==> config.mk <==
export PLATFORM = sky130hd
export DESIGN_NAME = dseq_top
export DESIGN_NICKNAME = d
export VERILOG_FILES = /design/src/rtl/dseq_pkg.sv /design/src/rtl/dseq_vsync_edge.sv /design/src/rtl/dseq_plane_shadow.sv /design/src/rtl/dseq_head_fsm.sv /design/src/rtl/dseq_top.sv
export SDC_FILE = /design/constraint.sdc
export NUM_CORES = 1
export LEC_CHECK = 0
export BUFFER_PORTS_ARGS = -buffer_cell sky130_fd_sc_hd__buf_2
export CAP_MARGIN = 20
export CORE_UTILIZATION = 30
export CTS_CLUSTER_DIAMETER = 50
export DETAILED_ROUTE_END_ITERATION = 12
export PLACE_DENSITY = 0.49
export SYNTH_ARGS = -nofsm -noshare
export SYNTH_HDL_FRONTEND = slang
export SYNTH_HIERARCHICAL = 1
export SYNTH_SLANG_ARGS = --single-unit
==> constraint.sdc <==
create_clock -name clk -period 2.1 [get_ports clk]
set_input_delay 0.105 -clock clk [delete_from_list [all_inputs] [get_ports clk]]
set_output_delay 0.105 -clock clk [all_outputs]
set_load 0.01 [all_outputs]
==> src/rtl/dseq_pkg.sv <==
package dseq_pkg;
   typedef enum logic [1:0] {
      SQ_IDLE = 2'd0,
      SQ_TMON = 2'd1,
      SQ_WAIT = 2'd2,
      SQ_DOWN = 2'd3
   } seq_state_t;

   localparam int TIMING_POS = 0;
   localparam int PLANE_POS  = 1;
   localparam int STAT_LSB   = 2;
endpackage

==> src/rtl/dseq_vsync_edge.sv <==
module dseq_vsync_edge #(
   parameter int SYNC_STAGES = 0
) (
   input  logic clk,
   input  logic rst_n,
   input  logic vsync_in,
   output logic rise
);
   logic level;
   logic prev_q;

   generate
      if (SYNC_STAGES == 0) begin : g_direct
         assign level = vsync_in;
      end else begin : g_sync
         logic [SYNC_STAGES-1:0] chain_q;
         always_ff @(posedge clk or negedge rst_n) begin
            if (!rst_n) chain_q <= '0;
            else if (SYNC_STAGES == 1) chain_q <= vsync_in;
            else chain_q <= {chain_q[SYNC_STAGES-2:0], vsync_in};
         end
         assign level = chain_q[SYNC_STAGES-1];
      end
   endgenerate

   always_ff @(posedge clk or negedge rst_n) begin
      if (!rst_n) prev_q <= 1'b0;
      else        prev_q <= level;
   end

   assign rise = level & ~prev_q;
endmodule

==> src/rtl/dseq_plane_shadow.sv <==
module dseq_plane_shadow
   import dseq_pkg::*;
#(
   parameter int CTRL_W = 8,
   parameter logic [CTRL_W-1:0] RSVD = '0,
   localparam int SW = CTRL_W - STAT_LSB
) (
   input  logic          clk,
   input  logic          rst_n,
   input  logic          wr,
   input  logic          wr_val,
   input  logic          timing,
   input  logic          vs_rise,
   input  logic          ready,
   input  logic [SW-1:0] stat,
   output logic          plane_req,
   output logic          plane_app,
   output logic          match
);
   logic [CTRL_W-1:0] want_word;
   logic [CTRL_W-1:0] seen_word;
   logic [CTRL_W-1:0] keep_mask;

   always_ff @(posedge clk or negedge rst_n) begin
      if (!rst_n) begin
         plane_req <= 1'b0;
         plane_app <= 1'b0;
      end else begin
         if (wr) plane_req <= wr_val;
         if (vs_rise && ready) plane_app <= plane_req;
      end
   end

   always_comb begin
      want_word             = '0;
      want_word[TIMING_POS] = timing;
      want_word[PLANE_POS]  = plane_req;
      seen_word             = {stat, plane_app, timing};
      keep_mask             = ~RSVD;
      match                 = ((want_word ^ seen_word) & keep_mask) == '0;
   end
endmodule

==> src/rtl/dseq_head_fsm.sv <==
module dseq_head_fsm
   import dseq_pkg::*;
#(
   parameter int RETRY_MAX = 16,
   localparam int TRY_W = $clog2(RETRY_MAX + 1)
) (
   input  logic             clk,
   input  logic             rst_n,
   input  logic             hit,
   input  logic             hit_on,
   input  logic             vs_rise,
   input  logic             match,
   output logic             timing,
   output logic             pl_wr,
   output logic             pl_val,
   output logic             busy,
   output logic             done,
   output logic             err,
   output logic [TRY_W-1:0] tries
);
   seq_state_t st_q;
   logic       hold_v, hold_on;
   logic       take, take_on;

   always_comb begin
      take    = (st_q == SQ_IDLE) && (hold_v || hit);
      take_on = hold_v ? hold_on : hit_on;
      pl_wr   = (st_q == SQ_TMON) || (take && !take_on);
      pl_val  = (st_q == SQ_TMON);
      busy    = (st_q != SQ_IDLE) || hold_v;
   end

   always_ff @(posedge clk or negedge rst_n) begin
      if (!rst_n) begin
         st_q    <= SQ_IDLE;
         timing  <= 1'b0;
         hold_v  <= 1'b0;
         hold_on <= 1'b0;
         done    <= 1'b0;
         err     <= 1'b0;
         tries   <= '0;
      end else begin
         done <= 1'b0;
         err  <= 1'b0;
         if (st_q == SQ_IDLE) begin
            if (hold_v) begin
               hold_v <= hit;
               if (hit) hold_on <= hit_on;
            end
         end else if (hit) begin
            hold_v  <= 1'b1;
            hold_on <= hit_on;
         end
         case (st_q)
            SQ_IDLE: begin
               if (take) begin
                  tries <= '0;
                  if (take_on) begin
                     timing <= 1'b1;
                     st_q   <= SQ_TMON;
                  end else begin
                     st_q <= SQ_DOWN;
                  end
               end
            end
            SQ_TMON: st_q <= SQ_WAIT;
            SQ_WAIT: begin
               if (match) begin
                  done <= 1'b1;
                  st_q <= SQ_IDLE;
               end else if (vs_rise) begin
                  if (tries == TRY_W'(RETRY_MAX)) begin
                     err  <= 1'b1;
                     st_q <= SQ_IDLE;
                  end else begin
                     tries <= tries + 1'b1;
                  end
               end
            end
            SQ_DOWN: begin
               timing <= 1'b0;
               done   <= 1'b1;
               st_q   <= SQ_IDLE;
            end
            default: st_q <= SQ_IDLE;
         endcase
      end
   end
endmodule

==> src/rtl/dseq_top.sv <==
module dseq_top
   import dseq_pkg::*;
#(
   parameter int NH          = 2,
   parameter int CTRL_W      = 8,
   parameter int RETRY_MAX   = 16,
   parameter int SYNC_STAGES = 0,
   parameter logic [NH*CTRL_W-1:0] RSVD_MASKS = {8'hF0, 8'hFC},
   localparam int HW    = (NH > 1) ? $clog2(NH) : 1,
   localparam int SW    = CTRL_W - STAT_LSB,
   localparam int TRY_W = $clog2(RETRY_MAX + 1)
) (
   input  logic                clk,
   input  logic                rst_n,
   input  logic                req_valid,
   input  logic [HW-1:0]       req_head,
   input  logic                req_on,
   input  logic [NH-1:0]       vsync,
   input  logic [NH-1:0]       pipe_ready,
   input  logic [NH*SW-1:0]    hw_stat,
   output logic [NH-1:0]       timing_en,
   output logic [NH-1:0]       plane_req,
   output logic [NH-1:0]       plane_en,
   output logic [NH-1:0]       busy,
   output logic [NH-1:0]       done,
   output logic [NH-1:0]       err,
   output logic [NH*TRY_W-1:0] tries
);
   generate
      if (NH < 1) begin : g_bad_nh
         $error("dseq_top: NH must be at least 1");
      end
      if (CTRL_W < 3) begin : g_bad_w
         $error("dseq_top: CTRL_W must leave room for status bits");
      end
      if (RETRY_MAX < 1) begin : g_bad_retry
         $error("dseq_top: RETRY_MAX must be at least 1");
      end
      if (SYNC_STAGES < 0) begin : g_bad_sync
         $error("dseq_top: SYNC_STAGES must not be negative");
      end
   endgenerate

   logic [NH-1:0] vs_rise;
   logic [NH-1:0] hit;
   logic [NH-1:0] match;
   logic [NH-1:0] pl_wr;
   logic [NH-1:0] pl_val;

   for (genvar h = 0; h < NH; h++) begin : g_head
      localparam logic [CTRL_W-1:0] HEAD_RSVD = RSVD_MASKS[h*CTRL_W +: CTRL_W];

      if (HEAD_RSVD[TIMING_POS] || HEAD_RSVD[PLANE_POS]) begin : g_bad_mask
         $error("dseq_top: enable bits may not be reserved");
      end

      assign hit[h] = req_valid && (req_head == HW'(h));

      dseq_vsync_edge #(.SYNC_STAGES(SYNC_STAGES)) u_edge (
         .clk      (clk),
         .rst_n    (rst_n),
         .vsync_in (vsync[h]),
         .rise     (vs_rise[h])
      );

      dseq_head_fsm #(.RETRY_MAX(RETRY_MAX)) u_fsm (
         .clk     (clk),
         .rst_n   (rst_n),
         .hit     (hit[h]),
         .hit_on  (req_on),
         .vs_rise (vs_rise[h]),
         .match   (match[h]),
         .timing  (timing_en[h]),
         .pl_wr   (pl_wr[h]),
         .pl_val  (pl_val[h]),
         .busy    (busy[h]),
         .done    (done[h]),
         .err     (err[h]),
         .tries   (tries[h*TRY_W +: TRY_W])
      );

      dseq_plane_shadow #(.CTRL_W(CTRL_W), .RSVD(HEAD_RSVD)) u_shadow (
         .clk       (clk),
         .rst_n     (rst_n),
         .wr        (pl_wr[h]),
         .wr_val    (pl_val[h]),
         .timing    (timing_en[h]),
         .vs_rise   (vs_rise[h]),
         .ready     (pipe_ready[h]),
         .stat      (hw_stat[h*SW +: SW]),
         .plane_req (plane_req[h]),
         .plane_app (plane_en[h]),
         .match     (match[h])
      );
   end
endmodule

# Yosys cells after proc, flatten, opt, wreduce, memory -nomap -nowiden
# Cells that the tools add are included.
# word_totals
in_bits	21
elab_cells	141
reg_bits	30
output_inout_bits	22
# classes
n_eq_ne	24
bitwise	7
n_reduce_logical	34
mux	54
addsub	2
# op_table
operator	n
$mux W5	8
$mux W1	28
$mux W2	10
$pmux W5 S2	2
$logic_not A8 Y1	2
$pmux W2 S4	2
$reduce_bool A2 Y1	8
$ne A2 B1 Y1 const B	7
$reduce_and A3 Y1	4
$add A5 B1 Y5 const B	2
$eq A5 B5 Y1 const B	2
$ne A2 B2 Y1 const B	5
$reduce_and A5 Y1	2
$ne A3 B1 Y1 const B	3
$eq A2 B2 Y1 const B	4
$logic_and A1 B1 Y1	8
$pmux W1 S2	4
$logic_or A1 B1 Y1	6
$eq A2 B1 Y1 const B	2
$logic_not A2 Y1	2
$xor A2 B4 Y4	1
$ne A3 B2 Y1 const B	1
$not A1 Y1	3
$and A1 B1 Y1	2
2 further kinds	3

# Longest topological paths before layout
# depth
depth_word	6
depth_mapped	6
mapped_depth_nobuf	6

# Hierarchy
# Netlist, hierarchy kept.
# by_module_without_submodules
module	area_per_inst_um2	n_inst	cells_per_inst
dseq_head_fsm	661.9	2	60
dseq_plane_shadow (g_head[1].u_shadow)	93.8	1	7
dseq_plane_shadow (g_head[0].u_shadow)	88.8	1	6
dseq_vsync_edge	38.8	2	2
dseq_top	16.3	1	2

# Worst setup path before layout
# No wires, ideal clock.
# synth_path
kind	reg2reg
from	register g_head[1].u_shadow.plane_req
to	register g_head[1].u_fsm.tries[1]
period_less_slack_ns	1.486
stages_incl_launch_ff	7
t_arrival_ns	1.363
slack_ns	0.614
path_cell_list	dfrtp_1 xor2_1 nor3_1 and4bb_4 nand2_2 nand2b_2 mux2i_1
# synth_between
elab_chain_len	4
# synth_lines
item	line	text
start: declaration	dseq_plane_shadow.sv:16	output logic plane_req,
start signal: assignment	dseq_plane_shadow.sv:29	if (wr) plane_req <= wr_val;
$xor A2 B4 Y4	dseq_plane_shadow.sv:40	match = ((want_word ^ seen_word) & keep_mask) == '0;
$logic_not A8 Y1	dseq_plane_shadow.sv:40	
named net match[1]	dseq_top.sv:46	logic [NH-1:0] match;
$ne A2 B2 Y1 (no source line)	n/a	
$reduce_and A5 Y1 (no source line)	n/a	
end signal: assignment	dseq_head_fsm.sv:76	tries <= tries + 1'b1;
end: declaration	dseq_head_fsm.sv:19	output logic [TRY_W-1:0] tries
# The timed path passes the listed nets, and every way through them passes these cells.
# A chain may end at the register's enable or synchronous reset.

# Worst setup path after layout
# layout_path
from	register g_head[1].u_shadow.plane_req
to	register g_head[1].u_fsm.tries[4]
# The elaborated chain is that of the path after synthesis.

==> results.toml <==
[placed_design]
portBuffers = 32
place.gp.congestion = 0.812
pre_cts_slack_ns = 0.454
dp_hpwl_um = 2250
placed_cells = 237
dpl-instance-area_um2 = 1800

[sta]
skew_ns = 0.00440
finalCriticalPeriod_ns = 1.65
fmax_mhz = 605
setup_viol = 0
fin_ws_ns = 0.447
fin_tns_setup_ns = 0
rsz0062_at_grt = "false"
maxSlewHeadroom_pct = 55.4
tightest_slew_ns = 0.670
fin_crit_sh_pct = 78.7
drv_slew = 0
hold_viol = 0

[outcome]
status = "finished clean"

[routing]
dr.first_iter.drc_count = 66
drt_wl_total_um = 3210
vias = 1193
ant_nets = 0
drc = 0
drt-wirelength-per-cell_um = 12.9
drt_pass1_iterations = 4
vias_per_cell = 4.81

[die]
rows = 26
core_um2 = 5110
chipWidth_um = 75.0
num_io_pins = 43
start_util_pct = 31.3
die_area_um2 = 5630
die_y_um = 75.0

[synth]
synthCells = 139
ys_async_sr_fraction_pct = 100
synth.distinct_cells = 39
synth_nets = 164
synth.avg_cell_area_um2 = 11.5
synthFlopType = "dfrtp_1"
synth_area_um2 = 1600
ys_ff_latch = 30
ys_warn_count = 6
synth-seq-area-share_pct = 46.9
synth-edff-count = 0

[global_routing]
overflow = 0
grt_pass1_vias = 1124
track_usage_pct = 13.1
antenna_found_initial = 0
grt_max_degree = 31
grt_pass1_wl_um = 5400

[worst_setup_path]
cp_top_family = "simple AND/OR/NAND/NOR gates"
path_class = "reg -> reg"
crit_fanout = 6
startpoint_type = "flip-flop"
crit_buf_inv = 0
required_ns = 2.30
r2r_cells = 6
r2r-start = "g_head[1].u_shadow/plane_req"
r2r_end = "g_head[1].u_fsm/tries[4]"
cp_slowest_cell = "dfrtp_1"
path_cells = "xor2_1 -> nor3_1 -> and4bb_4 -> nand2_2 -> nand2b_2 -> a31oi_1"
ff2ff_setup_slack_ns = 0.45
max_stage_delay_ns = 0.41
crit_arrival_ns = 1.85
cp-end-kind = "flip-flop"

[cts]
cts_tree = "done"
cts_max_level = 2
clock_latency_ns = 0.28
clk_transition_reported_paths_ns = 0.07
ctsRootBufferMaster = "clkbuf_8"
clockBufferDepth = 2
cts_made_buffers = 5
cts.sinks = 30
post_cts_buffers = 0

[layout]
drive_gt1_share_pct = 37.6
fin_nets = 202
stdcell_area_um2 = 1920
nFillCells = 538
diodes = 0
syn_to_final_growth_pct = 20.3
finalNonFillerCells = 248

[worst_hold_path]
hold_end = "g_head[0].u_fsm/hold_on"
hold_start = "req_on"
min_path_cells = 2
min_path_type = "in -> reg"

[power]
clkPwrFrac_pct = 19.4
p_comb_share_pct = 39.9
p_total_mw = 2.51
swShare_pct = 38.1
p_seq_share_pct = 40.7
leakage_nw = 0.927
ir_drop_uv = 290
powerDensity_nw_per_um2 = 1310
p_switching_uw = 958
p_int_mw = 1.56

[flow_run]
max_cap_viol_count = 0
[cells in the final DEF, fill, tap and decap left out, types with 3 or more instances in the layout]
cell and instances:
buf_2 32, dfrtp_1 30, nor2_1 8, clkbuf_8 6, inv_1 6, nor2b_1 6
o21ai_0 6, o21a_1 4, a21oi_1 4, nand2_2 4, a21o_1 4, mux2_4 4
a31oi_1 4, nand2_1 4, ha_1 4, nor3_1 3, dlygate4sd3_1 3
[Yosys cell counts, types with 6 or more instances]
cell type | number | area share (%)
nor2b_1 | 6 | 2.3
inv_1 | 6 | 1.4
dfrtp_1 | 30 | 47
o21ai_0 | 6 | 1.9
nor2_1 | 8 | 1.9
[power by group through the flow]
| stage | combinational [mW] | sequential (mW) | clock (mW) |
|---|---|---|---|
| 6_report | 1.00 | 1.02 | 0.486 |
| 5_1_grt | 1.12 | 1.07 | 0.529 |
| 4_1_cts | 1.02 | 1.02 | 0.509 |
| 3_5_place_dp | 1.01 | 1.03 | 0 |
| 3_3_place_gp | 0.988 | 1.02 | 0 |
| 2_1_floorplan | 0.816 | 0.970 | 0 |
[state kept, by name, summed over array words and instances (netlist names)]
| signal | flops |
|---|---|
| g_head.u_fsm/timing | 2 |
| g_head.u_edge/prev_q | 2 |
| g_head.u_fsm/err | 2 |
| g_head.u_fsm/hold_v | 2 |
| g_head.u_fsm/done | 2 |
| g_head.u_fsm/tries | 10 |
| g_head.u_shadow/plane_req | 2 |
| g_head.u_fsm/hold_on | 2 |
| g_head.u_shadow/plane_app | 2 |
| g_head.u_fsm/st_q | 4 |
[through the flow]
step                utilization (%)  hold slack (ns)
global route                   37.7           0.0954
finish                         37.7            0.100
global placement               35.3            0.179
floorplan                         -           -0.191
CTS                            37.7           0.0861
detailed placement             35.3            0.195
[per-layer routing]
layer / vias up / share of wire (%) / track usage [%]
met1: 590 / 49 / 17.4
met2: 17 / 46 / 19.1
li1: 580 / - / -
met5: - / 0 / 0
met3: 6 / 2.7 / 3.75
met4: 0 / 2.5 / 6.92
[repair_timing]
item	CTS	global route
hold endpoints to repair	32	0
gates resized for setup	0	0
hold buffers	3	0
[worst max path at each step]
stage	from	endpoint	slack [ns]	cells after the start
after detailed placement	g_head[1].u_shadow/plane_req	g_head[1].u_fsm/tries[4]	0.45	6
after CTS	g_head[1].u_shadow/plane_req	g_head[1].u_fsm/tries[4]	0.44	6
after global placement	g_head[1].u_shadow/plane_req	g_head[1].u_fsm/tries[1]	0.51	6
after global routing	g_head[1].u_shadow/plane_req	g_head[1].u_fsm/tries[4]	0.31	6
final	g_head[1].u_shadow/plane_req	g_head[1].u_fsm/tries[4]	0.45	6
after floorplan	g_head[1].u_shadow/plane_req	g_head[1].u_fsm/tries[1]	0.61	6
[cells by family after synthesis]
group	share of synthesized area, %
compound gates	15.3
fa+ha+maj	3.13
buf+inv	4.22
flops	46.9
simple gates	22.9
xor+xnor	1.09
mux	6.41
[area by class of cell]
class                   instances  area (um2)  area share (%)
multi-input cells              99         782            40.6
well taps                      70        87.6            4.55
clock inverters                 1        5.00           0.260
inverters                       6        22.5            1.17
repair buffers                 35         190            9.88
clock buffers                   7        86.3            4.49
flip-flops and latches         30         751            39.0
No activity file was read; power rests on OpenSTA's default activity.
